`config.mk`:
```
export PLATFORM = sky130hd
export DESIGN_NAME = evtx_bank
export DESIGN_NICKNAME = d
export VERILOG_FILES = /design/src/rtl/evtx_pkg.sv /design/src/rtl/evtx_pick.sv /design/src/rtl/evtx_chan.sv /design/src/rtl/evtx_engine.sv /design/src/rtl/evtx_bank.sv
export SDC_FILE = /design/constraint.sdc
export NUM_CORES = 2
export LEC_CHECK = 0
export BUFFER_PORTS_ARGS = -buffer_cell sky130_fd_sc_hd__buf_2
export CAP_MARGIN = 40
export CORE_MARGIN = 3
export CORE_UTILIZATION = 55
export CTS_BUF_LIST = sky130_fd_sc_hd__clkbuf_4
export DETAILED_ROUTE_END_ITERATION = 7
export HOLD_SLACK_MARGIN = 0.03
export MAX_ROUTING_LAYER = met4
export PLACE_DENSITY = 0.72
export REMOVE_ABC_BUFFERS = 1
export SLEW_MARGIN = 20
export SYNTH_ARGS = -nofsm -noshare
export SYNTH_HDL_FRONTEND = slang
export SYNTH_SLANG_ARGS = --single-unit
```
`constraint.sdc`:
```
create_clock -name clk -period 2.7 [get_ports clk]
set_input_delay 0.135 -clock clk [delete_from_list [all_inputs] [get_ports clk]]
set_output_delay 0.135 -clock clk [all_outputs]
set_load 0.03 [all_outputs]
```
`src/rtl/evtx_pkg.sv`:
```
package evtx_pkg;
  typedef struct packed {
    logic cont;
    logic dst_inc;
    logic word;
  } mode_t;

  typedef enum logic [1:0] {PH_IDLE, PH_READ, PH_WRITE} phase_t;

  localparam logic [1:0] SEL_SRC  = 2'd0;
  localparam logic [1:0] SEL_DST  = 2'd1;
  localparam logic [1:0] SEL_CNT  = 2'd2;
  localparam logic [1:0] SEL_MODE = 2'd3;

  // Pointer advance per item: one byte or one two-byte word.
  function automatic logic [1:0] ptr_step(input logic word);
    return word ? 2'd2 : 2'd1;
  endfunction
endpackage

```
`src/rtl/evtx_pick.sv`:
```
module evtx_pick #(
  parameter int N  = 8,
  localparam int IW = (N > 1) ? $clog2(N) : 1
) (
  input  logic [N-1:0]  req,
  output logic [IW-1:0] idx,
  output logic          any
);
  always_comb begin
    idx = '0;
    for (int i = N - 1; i >= 0; i--) begin
      if (req[i]) idx = IW'(i);
    end
    any = |req;
  end
endmodule

```
`src/rtl/evtx_chan.sv`:
```
module evtx_chan
  import evtx_pkg::*;
#(
  parameter int AW = 16,
  parameter int CW = 8
) (
  input  logic          clk,
  input  logic          rst_n,
  input  logic          trig,
  input  logic          take,
  input  logic          wr_en,
  input  logic [1:0]    wr_sel,
  input  logic [AW-1:0] wr_data,
  input  logic          done,
  output logic [AW-1:0] src,
  output logic [AW-1:0] dst,
  output logic [CW-1:0] cnt,
  output mode_t         mode,
  output logic          pend
);
  function automatic logic [AW-1:0] advance(input logic [AW-1:0] p, input logic word);
    return p + {{(AW-2){1'b0}}, ptr_step(word)};
  endfunction

  function automatic logic [CW-1:0] count_down(input logic [CW-1:0] c);
    return c - CW'(1);
  endfunction

  always_ff @(posedge clk) begin
    if (!rst_n) begin
      src  <= '0;
      dst  <= '0;
      cnt  <= '0;
      mode <= '0;
      pend <= 1'b0;
    end else begin
      if (wr_en) begin
        case (wr_sel)
          SEL_SRC:  src  <= wr_data;
          SEL_DST:  dst  <= wr_data;
          SEL_CNT:  cnt  <= wr_data[CW-1:0];
          default:  mode <= mode_t'(wr_data[2:0]);
        endcase
      end else if (done) begin
        if (mode.dst_inc) dst <= advance(dst, mode.word);
        else              src <= advance(src, mode.word);
        if (!mode.cont)   cnt <= count_down(cnt);
      end
      pend <= trig | (pend & ~take);
    end
  end


  cnt_step_chk: assert property (@(posedge clk) disable iff (!rst_n)
    done && !wr_en && !mode.cont |=> cnt == $past(cnt) - CW'(1));


  cont_keep_chk: assert property (@(posedge clk) disable iff (!rst_n)
    done && !wr_en && mode.cont |=> $stable(cnt));


  ptr_hold_chk: assert property (@(posedge clk) disable iff (!rst_n)
    !done && !wr_en |=> $stable(src) && $stable(dst) && $stable(cnt));


  pend_keep_chk: assert property (@(posedge clk) disable iff (!rst_n)
    pend && !take |=> pend);
endmodule

```
`src/rtl/evtx_engine.sv`:
```
module evtx_engine
  import evtx_pkg::*;
#(
  parameter int NCH = 8,
  parameter int AW  = 16,
  parameter int DW  = 16,
  parameter int CW  = 8,
  localparam int IW = (NCH > 1) ? $clog2(NCH) : 1
) (
  input  logic                    clk,
  input  logic                    rst_n,
  input  logic [NCH-1:0]          pend,
  input  logic [NCH-1:0][AW-1:0]  src_all,
  input  logic [NCH-1:0][AW-1:0]  dst_all,
  input  logic [NCH-1:0][CW-1:0]  cnt_all,
  input  mode_t [NCH-1:0]         mode_all,
  output logic [NCH-1:0]          take,
  output logic [NCH-1:0]          done,
  output logic                    mem_req,
  output logic                    mem_we,
  output logic                    mem_word,
  output logic [AW-1:0]           mem_addr,
  output logic [DW-1:0]           mem_wdata,
  input  logic [DW-1:0]           mem_rdata,
  input  logic                    mem_rdy,
  output logic [NCH-1:0]          irq_fwd
);
  function automatic logic [DW-1:0] size_fit(input logic [DW-1:0] d, input logic word);
    return word ? d : {{(DW-8){1'b0}}, d[7:0]};
  endfunction

  function automatic logic is_last(input logic [CW-1:0] c);
    return c == CW'(1);
  endfunction

  function automatic logic is_spent(input logic [CW-1:0] c, input mode_t m);
    return (c == '0) && !m.cont;
  endfunction

  phase_t         phase, phase_nx;
  logic [IW-1:0]  cur;
  logic [IW-1:0]  pick;
  logic           pick_any;
  logic [DW-1:0]  hold;
  logic [NCH-1:0] irq_d;
  mode_t          cur_mode;

  evtx_pick #(.N(NCH)) u_pick (
    .req (pend),
    .idx (pick),
    .any (pick_any)
  );

  assign cur_mode = mode_all[cur];

  always_comb begin
    phase_nx = phase;
    take     = '0;
    done     = '0;
    irq_d    = '0;
    case (phase)
      PH_IDLE: begin
        if (pick_any) begin
          take[pick] = 1'b1;
          if (is_spent(cnt_all[pick], mode_all[pick])) irq_d[pick] = 1'b1;
          else                                         phase_nx    = PH_READ;
        end
      end
      PH_READ: begin
        if (mem_rdy) phase_nx = PH_WRITE;
      end
      default: begin
        if (mem_rdy) begin
          done[cur] = 1'b1;
          if (!cur_mode.cont && is_last(cnt_all[cur])) irq_d[cur] = 1'b1;
          phase_nx = PH_IDLE;
        end
      end
    endcase
  end

  assign mem_req   = (phase != PH_IDLE);
  assign mem_we    = (phase == PH_WRITE);
  assign mem_word  = cur_mode.word;
  assign mem_addr  = (phase == PH_WRITE) ? dst_all[cur] : src_all[cur];
  assign mem_wdata = hold;

  always_ff @(posedge clk) begin
    if (!rst_n) begin
      phase   <= PH_IDLE;
      cur     <= '0;
      hold    <= '0;
      irq_fwd <= '0;
    end else begin
      phase   <= phase_nx;
      irq_fwd <= irq_d;
      if (phase == PH_IDLE && phase_nx == PH_READ) cur <= pick;
      if (phase == PH_READ && mem_rdy) hold <= size_fit(mem_rdata, cur_mode.word);
    end
  end


  stall_hold_chk: assert property (@(posedge clk) disable iff (!rst_n)
    mem_req && !mem_rdy |=> mem_req && $stable(mem_addr) && $stable(mem_we));


  read_then_write_chk: assert property (@(posedge clk) disable iff (!rst_n)
    mem_req && !mem_we && mem_rdy |=> mem_req && mem_we && $stable(mem_word));


  lowest_first_chk: assert property (@(posedge clk) disable iff (!rst_n)
    (take != '0) |-> $onehot0(take) && ((pend & (take - NCH'(1))) == '0));


  irq_single_chk: assert property (@(posedge clk) disable iff (!rst_n)
    $onehot0(irq_fwd));


  no_bus_on_spent_chk: assert property (@(posedge clk) disable iff (!rst_n)
    (take != '0) && (irq_d != '0) |=> !mem_req);
endmodule

```
`src/rtl/evtx_bank.sv`:
```
module evtx_bank
  import evtx_pkg::*;
#(
  parameter int NCH = 8,
  parameter int AW  = 16,
  parameter int DW  = 16,
  parameter int CW  = 8,
  localparam int IW = (NCH > 1) ? $clog2(NCH) : 1
) (
  input  logic           clk,
  input  logic           rst_n,
  input  logic [NCH-1:0] trig,
  input  logic           cfg_we,
  input  logic [IW-1:0]  cfg_ch,
  input  logic [1:0]     cfg_sel,
  input  logic [AW-1:0]  cfg_wdata,
  output logic [AW-1:0]  cfg_rdata,
  output logic           mem_req,
  output logic           mem_we,
  output logic           mem_word,
  output logic [AW-1:0]  mem_addr,
  output logic [DW-1:0]  mem_wdata,
  input  logic [DW-1:0]  mem_rdata,
  input  logic           mem_rdy,
  output logic [NCH-1:0] irq_fwd
);
  logic [NCH-1:0][AW-1:0] src_all;
  logic [NCH-1:0][AW-1:0] dst_all;
  logic [NCH-1:0][CW-1:0] cnt_all;
  mode_t [NCH-1:0]        mode_all;
  logic [NCH-1:0]         pend;
  logic [NCH-1:0]         take;
  logic [NCH-1:0]         done;

  for (genvar i = 0; i < NCH; i++) begin : g_chan
    evtx_chan #(.AW(AW), .CW(CW)) u_chan (
      .clk     (clk),
      .rst_n   (rst_n),
      .trig    (trig[i]),
      .take    (take[i]),
      .wr_en   (cfg_we && (cfg_ch == IW'(i))),
      .wr_sel  (cfg_sel),
      .wr_data (cfg_wdata),
      .done    (done[i]),
      .src     (src_all[i]),
      .dst     (dst_all[i]),
      .cnt     (cnt_all[i]),
      .mode    (mode_all[i]),
      .pend    (pend[i])
    );
  end

  evtx_engine #(.NCH(NCH), .AW(AW), .DW(DW), .CW(CW)) u_engine (
    .clk       (clk),
    .rst_n     (rst_n),
    .pend      (pend),
    .src_all   (src_all),
    .dst_all   (dst_all),
    .cnt_all   (cnt_all),
    .mode_all  (mode_all),
    .take      (take),
    .done      (done),
    .mem_req   (mem_req),
    .mem_we    (mem_we),
    .mem_word  (mem_word),
    .mem_addr  (mem_addr),
    .mem_wdata (mem_wdata),
    .mem_rdata (mem_rdata),
    .mem_rdy   (mem_rdy),
    .irq_fwd   (irq_fwd)
  );

  always_comb begin
    case (cfg_sel)
      SEL_SRC: cfg_rdata = src_all[cfg_ch];
      SEL_DST: cfg_rdata = dst_all[cfg_ch];
      SEL_CNT: cfg_rdata = {{(AW-CW){1'b0}}, cnt_all[cfg_ch]};
      default: cfg_rdata = {{(AW-3){1'b0}}, mode_all[cfg_ch]};
    endcase
  end


  reset_quiet_chk: assert property (@(posedge clk)
    !rst_n |=> !mem_req && (irq_fwd == '0));
endmodule

```
==> results.cfg <==
[timing]
skew_ns = 0.0727
period_share = 1.12
min_period_ns = 3.03
clock.fmax_mhz = 330
hold_violations = 0
slew_headroom = 0.457
rsz0062_at_grt = true
fin_ws_ns = -0.329
setup_violations = 20
maxSlewViolCount = 0
worstMarginPinSlew_ns = 0.814

[floorplan]
coreArea_um2 = 47800
start_util = 0.557
die_x_um = 226
rows = 80
die_h_um = 226
dieArea_um2 = 51100
io_pins = 108

[global_routing]
grtUsageMet3 = 0.186
grt_pass1_vias = 28467
use_met2 = 0.658
antenna_found_initial = 4
grt_overflow_total = 0
grt_first_pass_wirelength_um = 173000
use_met1 = 0.593
grt_max_degree = 88
busiest_layer = met2
grt_use_total = 0.465

[worst_setup_path]
crit_family = multiplexers
critPathLaunchType = register
crit_path_cell_trace = buf_6 -> mux4_2 -> mux4_2 -> buf_2
path_class = reg2out
cp_max_fo = 11
crit_path_max_incr_delay_ns = 0.54
cp.required_ns = 2.57
worst_path_max_delay_cell = mux4_2
end_kind = output pin
critPathLaunch = u_engine.cur[2]$_SDFFE_PN0P_
reg2reg_from = u_engine.cur[2]$_SDFFE_PN0P_
path_buf_inv = 2
cp_common_cell = mux4_2
arrival_ns = 2.89

[pwr]
p_leak_nw = 10.9
power_density_nw_per_um2 = 414
vdd_drop_max_v = 0.000400

[finish]
final.fill_count = 3933
drive_above_1_share = 0.250
final_area_um2 = 31900
fin_util = 0.667
final_nets = 3641
syn_to_final_growth_pct = 19.8

[routing]
vias_per_cell = 7.20
drt_iter0_drc = 4991
drc_errors = 0
route.vias.total = 30480
detail-route-antenna-nets = 0
drt_first_pass_iters = 8
drt_wl_total_um = 119000
drt-wirelength-per-cell_um = 28.0

[clocking]
clockBufferDepth = 3
clkTransAtPathRegs_ns = 0.08
clock_sinks = 381
cts_made_buffers = 105
htreeDepth = 3
cts_root_buf = clkbuf_4
insertion_delay_ns = 0.93
cts_tree = yes

[run_status]
violations = setup timing
status = finished with violations

[yosys]
ys_seq_elements = 381
synth.area.top_cells = dfxtp_1, mux4_2, a21oi_1
synth_flop_cell = dfxtp_1
synth_top_area_share = 0.286
syn_inst = 3291
synth-edff-count = 0
synthTopCellsByCount = nor2_1, dfxtp_1, nand2_1
synth_cell_types = 66
synthMostInstantiatedCell = nor2_1
ys_warn_count = 0
async_flop_share = 0
yosys.area.top_type = dfxtp_1
syn_avg_cell_area_um2 = 8.10
syn-cell-area_um2 = 26700
yosysSeqAreaShare = 0.286

[placed_design]
dpl.hpwl_um = 84700
gp_congestion = 1.08
place_area_um2 = 28500
dp_slack_ns = 0.0784
io_buffers = 107

[worst_hold_path]
hp-class = in2reg
holdCritStartpoint = cfg_ch[2]

[job]
maxCapViolCount = 0
cells by family after synthesis:
group / after synthesis / share of synthesized area
multiplexers: 209 / 0.164
flip-flops: 381 / 0.286
AO/OA/AOI/OAI: 1156 / 0.275
AND/OR/NAND/NOR: 1133 / 0.192
buffers and inverters: 356 / 0.0521
adder cells (fa/ha/maj): 56 / 0.0308
worst min-delay path, delay by kind of cell:
kind	cells	cell delay, ns
AND/OR/NAND/NOR	2	0.25
buffers and inverters	2	0.53
AO/OA/AOI/OAI	1	0.07
final timing paths:
| path | to | slack (ns) | cells after the start |
|---|---|---|---|
| min | g_chan[0].u_chan.src[8]$_SDFFE_PN0P_ | 0.14 | 5 |
| max reg2reg | u_engine.mem_wdata[11]$_SDFFE_PN0P_ | -0.02 | 9 |
| max | mem_addr[0] | -0.33 | 4 |
| min reg2reg | u_engine.mem_wdata[10]$_SDFFE_PN0P_ | 0.46 | 2 |
per-layer routing:
metal	vias to the layer above	wire (µm)
li1	13063	-
met1	14693	44000
met2	2310	50100
met3	414	18900
met4	0	5700
met5	-	0
power breakdown:
part / switching, mW / internal [mW]
registers: 0.116 / 5.65
clock network: 2.71 / 2.67
logic: 1.25 / 0.809
per-stage QoR:
stage / hold WS, ns / power [mW] / TNS [ns] / std cells
3_5_place_dp: 0.348 / 7.61 / 0 / 3909
2_1_floorplan: 0.252 / 6.84 / -545.88 / 3008
5_1_grt: 0.101 / 13.6 / -7.17 / 4232
6_report: 0.138 / 13.2 / -4.94 / 4234
3_3_place_gp: 0.338 / 7.57 / 0 / 3906
4_1_cts: 0.0636 / 13.1 / -5.42 / 4218
registers in the layout, summed over array words and instances (netlist names):
name / cells
g_chan.u_chan.cnt: 64
g_chan.u_chan.dst: 128
g_chan.u_chan.mode: 24
g_chan.u_chan.pend: 8
g_chan.u_chan.src: 128
u_engine.cur: 3
u_engine.irq_fwd: 8
u_engine.mem_wdata: 16
u_engine.phase: 2
what timing repair did:
item	4_1_cts	5_1_grt
endpoints found under the setup margin	33	50
resized for setup	225	66
hold buffers	95	0
buffers inserted	30	8
pin swaps	4	4
cloned	6	1
endpoints found under the hold margin	327	0
layout by cell type, fill, tap and decap left out, types with 93 or more instances in the layout:
| cell type | instances |
|---|---|
| clkbuf_4 | 160 |
| dfxtp_1 | 241 |
| dlygate4sd3_1 | 93 |
| nand2_1 | 362 |
| mux4_2 | 181 |
| a21oi_1 | 326 |
| dfxtp_2 | 105 |
| nor2_1 | 389 |
| a22oi_1 | 97 |
| o21ai_0 | 253 |
| buf_4 | 189 |
final cells by class:
type	count	area (µm²)	share of cell area
multi-input cells	2554	17900	0.562
flip-flops and latches	381	7890	0.247
repair buffers	421	3740	0.117
clock buffers	159	1190	0.0374
well taps	615	769	0.0241
inverters	73	282	0.00882
clock inverters	24	110	0.00345
diodes	7	17.5	0.000549
Power figures use the tool's default switching activity.
